**src/rtl/xlate_pkg.sv**
```systemverilog
// Shared constants for the segment translator.
// Assumes a 3-bit permission field ordered {exec, write, read}.
package xlate_pkg;
    typedef enum logic [1:0] {
        SEL_CTRL  = 2'd0,
        SEL_MASK  = 2'd1,
        SEL_BASEL = 2'd2,
        SEL_BASEH = 2'd3
    } cfg_sel_e;

    localparam logic [2:0] PERM_ALL  = 3'b111;
    localparam logic [2:0] PERM_NONE = 3'b000;
endpackage

```
**src/rtl/xlate_cfg_regs.sv**
```systemverilog
// Configuration registers of the translator: the two enable bits, the
// segment mapping mask and the two packed base registers.
// Assumes DATA_W >= NSEG, DATA_W >= BASE_W and both enable bit positions < DATA_W.
module xlate_cfg_regs
    import xlate_pkg::*;
#(
    parameter int DATA_W = 32,
    parameter int NSEG   = 16,
    parameter int BASE_W = 32,
    parameter int EN_A   = 2,
    parameter int EN_B   = 3
) (
    input  logic              clk,
    input  logic              rst_n,
    input  logic              wr_en,
    input  logic [1:0]        wr_sel,
    input  logic [DATA_W-1:0] wr_data,
    output logic [1:0]        en_bits,
    output logic [NSEG-1:0]   seg_mask,
    output logic [BASE_W-1:0] base_lo,
    output logic [BASE_W-1:0] base_hi
);
    // Load the selected register; reset clears everything.
    always_ff @(posedge clk) begin
        if (!rst_n) begin
            en_bits  <= '0;
            seg_mask <= '0;
            base_lo  <= '0;
            base_hi  <= '0;
        end else if (wr_en) begin
            case (cfg_sel_e'(wr_sel))
                SEL_CTRL:  en_bits  <= {wr_data[EN_B], wr_data[EN_A]};
                SEL_MASK:  seg_mask <= wr_data[NSEG-1:0];
                SEL_BASEL: base_lo  <= wr_data[BASE_W-1:0];
                default:   base_hi  <= wr_data[BASE_W-1:0];
            endcase
        end
    end


    cfg_reset_clear_chk: assert property (@(posedge clk)
        !rst_n |=> (en_bits == '0 && seg_mask == '0 && base_lo == '0 && base_hi == '0));


    cfg_mask_load_chk: assert property (@(posedge clk) disable iff (!rst_n)
        (wr_en && wr_sel == SEL_MASK) |=> seg_mask == $past(wr_data[NSEG-1:0]));
endmodule

```
**src/rtl/xlate_seg_map.sv**
```systemverilog
// Combinational resolution of one request. It either passes the address
// through, remaps the top segment bits, or marks the request for page lookup.
// Assumes 2*BASE_W covers one nibble slot per segment.
module xlate_seg_map
    import xlate_pkg::*;
#(
    parameter int ADDR_W   = 32,
    parameter int SEG_BITS = 4
) (
    input  logic [ADDR_W-1:0]                      vaddr,
    input  logic                                   user,
    input  logic [1:0]                             en_bits,
    input  logic [(1<<SEG_BITS)-1:0]               seg_mask,
    input  logic [((1<<SEG_BITS)/2)*SEG_BITS-1:0]  base_lo,
    input  logic [((1<<SEG_BITS)/2)*SEG_BITS-1:0]  base_hi,
    output logic [ADDR_W-1:0]                      paddr,
    output logic                                   fin,
    output logic [2:0]                             perm
);
    localparam int NSEG = 1 << SEG_BITS;
    localparam int HALF = NSEG / 2;
    localparam int LOW_W = ADDR_W - SEG_BITS;

    logic [SEG_BITS-1:0] seg_nib [NSEG];
    logic [SEG_BITS-1:0] seg;
    logic                xlate_on;
    logic                direct;

    // One nibble slot per segment: the low half from base_lo, the upper half from base_hi.
    for (genvar g = 0; g < NSEG; g++) begin : g_nib
        if (g < HALF) begin : g_lo
            assign seg_nib[g] = base_lo[g*SEG_BITS +: SEG_BITS];
        end else begin : g_hi
            assign seg_nib[g] = base_hi[(g-HALF)*SEG_BITS +: SEG_BITS];
        end
    end

    assign seg      = vaddr[ADDR_W-1 -: SEG_BITS];
    assign xlate_on = |en_bits;
    assign direct   = !user && seg_mask[seg];

    // Pick pass-through, remap or forward.
    always_comb begin
        paddr = vaddr;
        fin   = 1'b1;
        perm  = PERM_ALL;
        if (xlate_on) begin
            if (direct) begin
                paddr = {seg_nib[seg], vaddr[LOW_W-1:0]};
            end else begin
                fin  = 1'b0;
                perm = PERM_NONE;
            end
        end
    end
endmodule

```
**src/rtl/xlate_out_stage.sv**
```systemverilog
// Single register stage with a valid/ready handshake toward the page lookup stage.
// Assumes the upstream holds its request until it is accepted.
module xlate_out_stage #(
    parameter int ADDR_W = 32
) (
    input  logic              clk,
    input  logic              rst_n,
    input  logic              in_valid,
    output logic              in_ready,
    input  logic [ADDR_W-1:0] in_addr,
    input  logic              in_fin,
    input  logic [2:0]        in_perm,
    input  logic              in_user,
    input  logic [1:0]        in_kind,
    output logic              out_valid,
    input  logic              out_ready,
    output logic [ADDR_W-1:0] out_addr,
    output logic              out_fin,
    output logic [2:0]        out_perm,
    output logic              out_user,
    output logic [1:0]        out_kind
);
    logic take;

    assign in_ready = !out_valid || out_ready;
    assign take     = in_valid && in_ready;

    // Valid flag: set on accept, cleared when drained without a refill.
    always_ff @(posedge clk) begin
        if (!rst_n)
            out_valid <= 1'b0;
        else if (in_ready)
            out_valid <= in_valid;
    end

    // Payload: captured only on accept.
    always_ff @(posedge clk) begin
        if (!rst_n) begin
            out_addr <= '0;
            out_fin  <= 1'b0;
            out_perm <= '0;
            out_user <= 1'b0;
            out_kind <= '0;
        end else if (take) begin
            out_addr <= in_addr;
            out_fin  <= in_fin;
            out_perm <= in_perm;
            out_user <= in_user;
            out_kind <= in_kind;
        end
    end


    stall_hold_chk: assert property (@(posedge clk) disable iff (!rst_n)
        (out_valid && !out_ready) |=> (out_valid && $stable(out_addr) && $stable(out_fin)
                                      && $stable(out_perm) && $stable(out_kind)));


    accept_valid_chk: assert property (@(posedge clk) disable iff (!rst_n)
        (in_valid && in_ready) |=> out_valid);


    reset_idle_chk: assert property (@(posedge clk) !rst_n |=> !out_valid);
endmodule

```
**src/rtl/seg_xlate_front.sv**
```systemverilog
// Front-end address translator. Resolves pass-through and directly mapped
// kernel segments; everything else is flagged for the page lookup stage.
// Assumes configuration writes and requests come from the same clock domain.
module seg_xlate_front
    import xlate_pkg::*;
#(
    parameter int ADDR_W   = 32,
    parameter int SEG_BITS = 4,
    parameter int EN_A     = 2,
    parameter int EN_B     = 3
) (
    input  logic              clk,
    input  logic              rst_n,
    input  logic              cfg_wr_en,
    input  logic [1:0]        cfg_wr_sel,
    input  logic [ADDR_W-1:0] cfg_wr_data,
    input  logic              req_valid,
    output logic              req_ready,
    input  logic [ADDR_W-1:0] req_vaddr,
    input  logic              req_user,
    input  logic [1:0]        req_kind,
    output logic              out_valid,
    input  logic              out_ready,
    output logic [ADDR_W-1:0] out_addr,
    output logic              out_final,
    output logic [2:0]        out_perm,
    output logic              out_user,
    output logic [1:0]        out_kind
);
    localparam int NSEG   = 1 << SEG_BITS;
    localparam int BASE_W = (NSEG / 2) * SEG_BITS;

    logic [1:0]        en_bits;
    logic [NSEG-1:0]   seg_mask;
    logic [BASE_W-1:0] base_lo;
    logic [BASE_W-1:0] base_hi;
    logic [ADDR_W-1:0] map_addr;
    logic              map_fin;
    logic [2:0]        map_perm;

    xlate_cfg_regs #(
        .DATA_W(ADDR_W), .NSEG(NSEG), .BASE_W(BASE_W), .EN_A(EN_A), .EN_B(EN_B)
    ) u_cfg (
        .clk(clk), .rst_n(rst_n),
        .wr_en(cfg_wr_en), .wr_sel(cfg_wr_sel), .wr_data(cfg_wr_data),
        .en_bits(en_bits), .seg_mask(seg_mask), .base_lo(base_lo), .base_hi(base_hi)
    );

    xlate_seg_map #(.ADDR_W(ADDR_W), .SEG_BITS(SEG_BITS)) u_map (
        .vaddr(req_vaddr), .user(req_user), .en_bits(en_bits), .seg_mask(seg_mask),
        .base_lo(base_lo), .base_hi(base_hi),
        .paddr(map_addr), .fin(map_fin), .perm(map_perm)
    );

    xlate_out_stage #(.ADDR_W(ADDR_W)) u_out (
        .clk(clk), .rst_n(rst_n),
        .in_valid(req_valid), .in_ready(req_ready),
        .in_addr(map_addr), .in_fin(map_fin), .in_perm(map_perm),
        .in_user(req_user), .in_kind(req_kind),
        .out_valid(out_valid), .out_ready(out_ready),
        .out_addr(out_addr), .out_fin(out_final), .out_perm(out_perm),
        .out_user(out_user), .out_kind(out_kind)
    );


    user_never_final_chk: assert property (@(posedge clk) disable iff (!rst_n)
        (out_valid && out_user && |en_bits && !$past(cfg_wr_en)) |-> !out_final);


    final_full_perm_chk: assert property (@(posedge clk) disable iff (!rst_n)
        (out_valid && out_final) |-> out_perm == PERM_ALL);


    forward_no_perm_chk: assert property (@(posedge clk) disable iff (!rst_n)
        (out_valid && !out_final) |-> out_perm == PERM_NONE);
endmodule

```
**config.mk**
```make
export PLATFORM = sky130hd
export DESIGN_NAME = seg_xlate_front
export DESIGN_NICKNAME = d
export VERILOG_FILES = /design/src/rtl/xlate_pkg.sv /design/src/rtl/xlate_cfg_regs.sv /design/src/rtl/xlate_seg_map.sv /design/src/rtl/xlate_out_stage.sv /design/src/rtl/seg_xlate_front.sv
export SDC_FILE = /design/constraint.sdc
export NUM_CORES = 1
export LEC_CHECK = 0
export BUFFER_PORTS_ARGS = -buffer_cell sky130_fd_sc_hd__buf_4
export CORE_UTILIZATION = 36
export DETAILED_ROUTE_END_ITERATION = 8
export PLACE_DENSITY = 0.68
export SYNTH_ARGS = -nofsm -noshare
export SYNTH_HDL_FRONTEND = slang
export SYNTH_SLANG_ARGS = --single-unit
export TNS_END_PERCENT = 20
```
**constraint.sdc**
```tcl
create_clock -name clk -period 3 [get_ports clk]
set_input_delay 0.75 -clock clk [delete_from_list [all_inputs] [get_ports clk]]
set_output_delay 0.75 -clock clk [all_outputs]
set_load 0.005 [all_outputs]
```
Yosys cells after proc, flatten, opt, wreduce, memory -nomap -nowiden. Cells that the tools add are included.

$lt $le $gt $ge: 2. Eq/ne operators: 2. Muxes and demuxes: 11. Bitwise logic cells: 2. Reduce and logical (&&, ||, !) cells: 12.

Operator list (number): 32-bit 2-to-1 mux (2); 4-bit binary-select mux with 4-bit select (1); 4-bit 2-to-1 mux (2); 2-bit AND reduction (4); 3-bit 2-to-1 mux (2); 5-bit >= comparator, second input constant (1); 4-bit by 5-bit less-than comparator with 1-bit output, second input constant (1); 4-bit NOT with 5-bit output (1); 1-bit binary-select mux with 4-bit select (1); 1-bit 2-to-1 mux (3); 3-bit OR reduction (1); 2-bit by 1-bit == test with 1-bit output, second input constant (1); 2-bit == test, second input constant (1); 1-bit logical AND (2); 1-bit zero test (2); 2-bit zero test (1); 2-bit OR reduction (1); 1-bit logical OR (1); 1-bit NOT (1).

Bits in registers: 122. Bits of input ports: 74. Output and inout port bits: 41. Logic and storage cells: 39.

Depth between registers and ports, before layout.
Depth in word-level cells: 6. Depth in mapped cells: 7. Mapped depth without buffers: 5.

Cells and area by module. A second synthesis with hierarchy kept.

Cell total of the unflattened synthesis: 572. Area total of the unflattened synthesis: 5642.9 sq um.

By module, submodules not included: xlate_cfg_regs (instances 1, cells an instance 304, area an instance 3065.4 sq um, sequential area each 1641.6 sq um); xlate_out_stage (instances 1, cells an instance 175, area an instance 1597.8 sq um, sequential area each 800.8 sq um); xlate_seg_map (instances 1, cells an instance 93, area an instance 979.7 sq um, sequential area each 0.0 sq um).

Least setup slack after synthesis. No wires, ideal clock.

Kind: input to register. Start point: input port req_vaddr[30]. End point: register u_out.out_addr[30]. Setup time: 0.122 ns. Arrival: 2.071 ns. Required time: 2.878 ns. Path slack: 0.807 ns. Cell stages on the path: 5. Path buffers: 1. Cells stage by stage: buf_6 > mux4_1 > mux4_2 > nor4_2 > nor3_2.

Cells in the longest elaborated chain, start to end: 6. Elaborated cells between the ends (all ways): 9. Classes of those cells: 7 x mux; 1 x bitwise; 1 x reduce/logical.

Ends and longest elaborated chain: start: declaration (RTL line seg_xlate_front.sv:19) `input logic [ADDR_W-1:0] req_vaddr,`; 4-bit NOT with 5-bit output (implied by the code) (RTL line xlate_seg_map.sv:49) `paddr = {seg_nib[seg], vaddr[LOW_W-1:0]};`; 4-bit binary-select mux with 4-bit select (RTL line xlate_seg_map.sv:49); 4-bit 2-to-1 mux (implied by the code) (2 in a row) (RTL line xlate_seg_map.sv:49); 32-bit 2-to-1 mux (RTL line xlate_seg_map.sv:48) `if (direct) begin`; 32-bit 2-to-1 mux (*) (RTL line xlate_seg_map.sv:47) `if (xlate_on) begin`; end signal: assignment (RTL line xlate_out_stage.sv:45) `out_addr <= in_addr;`; end: declaration (RTL line xlate_out_stage.sv:17) `output logic [ADDR_W-1:0] out_addr,`.

Mark *: on every way between the ends. The rest lies on a longest branch, timed or not. The select of a mux whose other input is x is not followed. A chain may end at the register's enable or synchronous reset.

Final worst setup path. Ends and elaborated chain as after synthesis.

==> qor.yml <==
clock_tree:
  cts_buffers: 17
  clock_sinks: 119
  cts-root-buf: "clkbuf_16"
  cts_setup_buffers: 0
  cts.htree.levels: 4
  cts_hold_buf: 0
  clk_pin_slew_worst_paths_ns: 0.05
  clk_path_buf_depth: 2
  cts_resized: 0
  clkLatencyLatePin_ns: 0.42
  cts_tree: "built"
global_route:
  grt_max_degree: 79
  grt.total_usage: 0.191
  grt_antenna_before_repair: 0
  grt-ovfl-total: 0
  grt_first_pass_wirelength_um: 21500
  grt_pass1_vias: 4137
finish:
  layout_common_cells: "225 x nand2_1, 124 x buf_4, 119 x dfxtp_1"
  mostFrequentLayoutCell: "nand2_1"
  final_nets: 749
  area.growth.synth_to_final_pct: 29.2
  stdcell_count: 868
  n_antenna_cell: 0
  final_core_util: 0.481
  n_fill_cell: 1319
  stdcell_area_um2: 6730
  drive_gt1_frac: 0.250
placed_design:
  dpl-instance-area_um2: 6140
  port_buffers: 114
  dpl.hpwl_um: 9620
  gp_congestion: 0.811
  pre_cts_ws_ns: 0.562
  dp.cells: 836
setup_path:
  crit_type: "input pin to flip-flop"
  reg2regPathDepth: 5
  ff2ff_setup_slack_ns: 1.28
  start_kind: "input pin"
  cp.arrival_ns: 2.32
  cp.required_ns: 3.29
  crit_fanout: 16
  endpoint_kind: "flip-flop"
power_and_ir_drop:
  power_frac_seq: 0.415
  clkPwrFrac: 0.488
  leakagePower_nw: 2.70
  p_sw_uw: 924
  peakVddDrop_uv: 364
  comb_power_share: 0.097
  switching_share: 0.227
  power_mw: 4.08
  power.density_nw_per_um2: 606
  p_int_mw: 3.15
synth:
  synthDistinctLibCells: 36
  synth_nets: 652
  syn_area_per_cell_um2: 9.01
  async_flop_share: 0
  synth_top_cell_by_area: "dfxtp_1"
  yosys.area_share.simple: 0.192
  synth-seq-area-share: 0.457
  ys_ff_latch: 119
  synth.cell_area_um2: 5210
  synth_xor_area_frac: 0
  synth_top_cell_area_share: 0.457
  syn-instance-count: 578
  synth_compound_area_frac: 0.189
  synth_top_family_by_area: "simple AND/OR/NAND/NOR gates"
  synthTopCellsByArea: "dfxtp_1 46%, nand2_1 16%, a21boi_0 12%"
  yosys_warnings: 0
  synth-edff-count: 0
  synth.area.mux_share: 0.118
  ys.flop_type: "dfxtp_1"
  synthAdderAreaFrac: 0
route:
  routed_wl_um: 13700
  dr.pass1.iters: 5
  num_vias: 4404
  via_per_inst: 5.07
  drtIter0Drc: 220
  drtAntennaViolNets: 0
  drc: 0
  wl_per_cell_um: 15.8
sta:
  clock.fmax_mhz: 493
  fin_crit_sh: 0.676
  whs_ns: 0.449
  finalClockSkew_ns: 0.0122
  rsz0062_at_grt: "no"
  slew_headroom: 0.560
  setup-tns-final_ns: 0
  hold_viol: 0
  finalSetupViolCount: 0
  setup_slack_ns: 0.972
  slew_violations: 0
  period_minus_slack_ns: 2.03
  worst_slew_pin_slew_ns: 0.660
hold_path:
  holdCritPathClass: "flip-flop to flip-flop"
  worstHoldPathCells: 2
job:
  max_cap_violations: 0
status:
  status: "finished, final reports clean"
floorplan:
  io_pins: 115
  fp.dieH_um: 122
  die_width_um: 122
  coreArea_um2: 14000
  initial_core_util: 0.372
  die_area_um2: 15000
  rows: 43
final timing paths:
| path | startpoint | to |
|---|---|---|
| hold reg to reg | u_cfg.base_hi[2] | u_cfg.base_hi[2] |
| setup / recovery | req_vaddr[30] | u_out.out_addr[30] |
| hold / removal | u_cfg.base_hi[2] | u_cfg.base_hi[2] |
| setup reg to reg | u_cfg.seg_mask[11] | u_out.out_addr[30] |
power by group through the flow:
| stage | Combinational (mW) | Sequential (mW) | Clock (mW) |
|---|---|---|---|
| finish | 0.397 | 1.69 | 1.99 |
| global route | 0.438 | 1.70 | 2.11 |
| CTS | 0.401 | 1.69 | 2.02 |
| detailed placement | 0.400 | 1.72 | 0 |
| global placement | 0.390 | 1.72 | 0 |
| floorplan | 0.214 | 1.71 | 0 |
metal layers:
layer,vias up,track usage,share of wire
met4,0,0.0877,0.019
met3,22,0.0539,0.069
met1,2075,0.237,0.44
li1,2138,-,-
met2,169,0.308,0.47
met5,-,0,0
kinds of logic (layout without fill, tap and decap cells):
kind of cell / count (synthesis) / count (layout)
AND/OR/NAND/NOR: 249 / 249
AO/OA/AOI/OAI: 129 / 129
multiplexers: 34 / 34
buffers and inverters: 47 / 157
flip-flops: 119 / 119
cell type report:
cell class | instances | area, µm² | area share
clock buffer | 23 | 488 | 0.0725
timing repair buffer | 124 | 931 | 0.138
tap | 180 | 225 | 0.0335
sequential | 119 | 2380 | 0.354
inverter | 1 | 3.75 | 0.000558
multi-input combinational | 412 | 2600 | 0.386
clock inverter | 9 | 97.6 | 0.0145
Yosys cell counts, types with 2 or more instances:
| master | number |
|---|---|
| nor2_1 | 5 |
| dfxtp_1 | 119 |
| a31oi_1 | 3 |
| nor2b_1 | 3 |
| buf_1 | 2 |
| mux2i_1 | 15 |
| a21boi_1 | 31 |
| buf_2 | 2 |
| nand3_1 | 4 |
| nand2b_1 | 2 |
| a21boi_0 | 82 |
| buf_6 | 2 |
| mux4_2 | 9 |
| nand2_1 | 225 |
| mux4_1 | 10 |
| o21ai_1 | 3 |
| or2_2 | 2 |
| buf_4 | 3 |
| clkbuf_1 | 35 |
| o21ai_0 | 5 |
registers in the layout (all words and copies together) (netlist names):
signal and count:
u_out.out_addr 32, u_out.out_kind 2, u_out.out_perm 1, u_out.out_user 1, u_cfg.base_lo 32, u_cfg.en_bits 2
u_cfg.base_hi 32, u_cfg.seg_mask 16, u_out.out_valid 1
worst max-delay path, stage by stage:
cell and delay [ns]:
buf_4 0.23, mux4_1 0.59, mux4_2 0.48, nor4_2 0.19, nor3_2 0.07
Note: power is estimated with default switching activity, not from simulation.
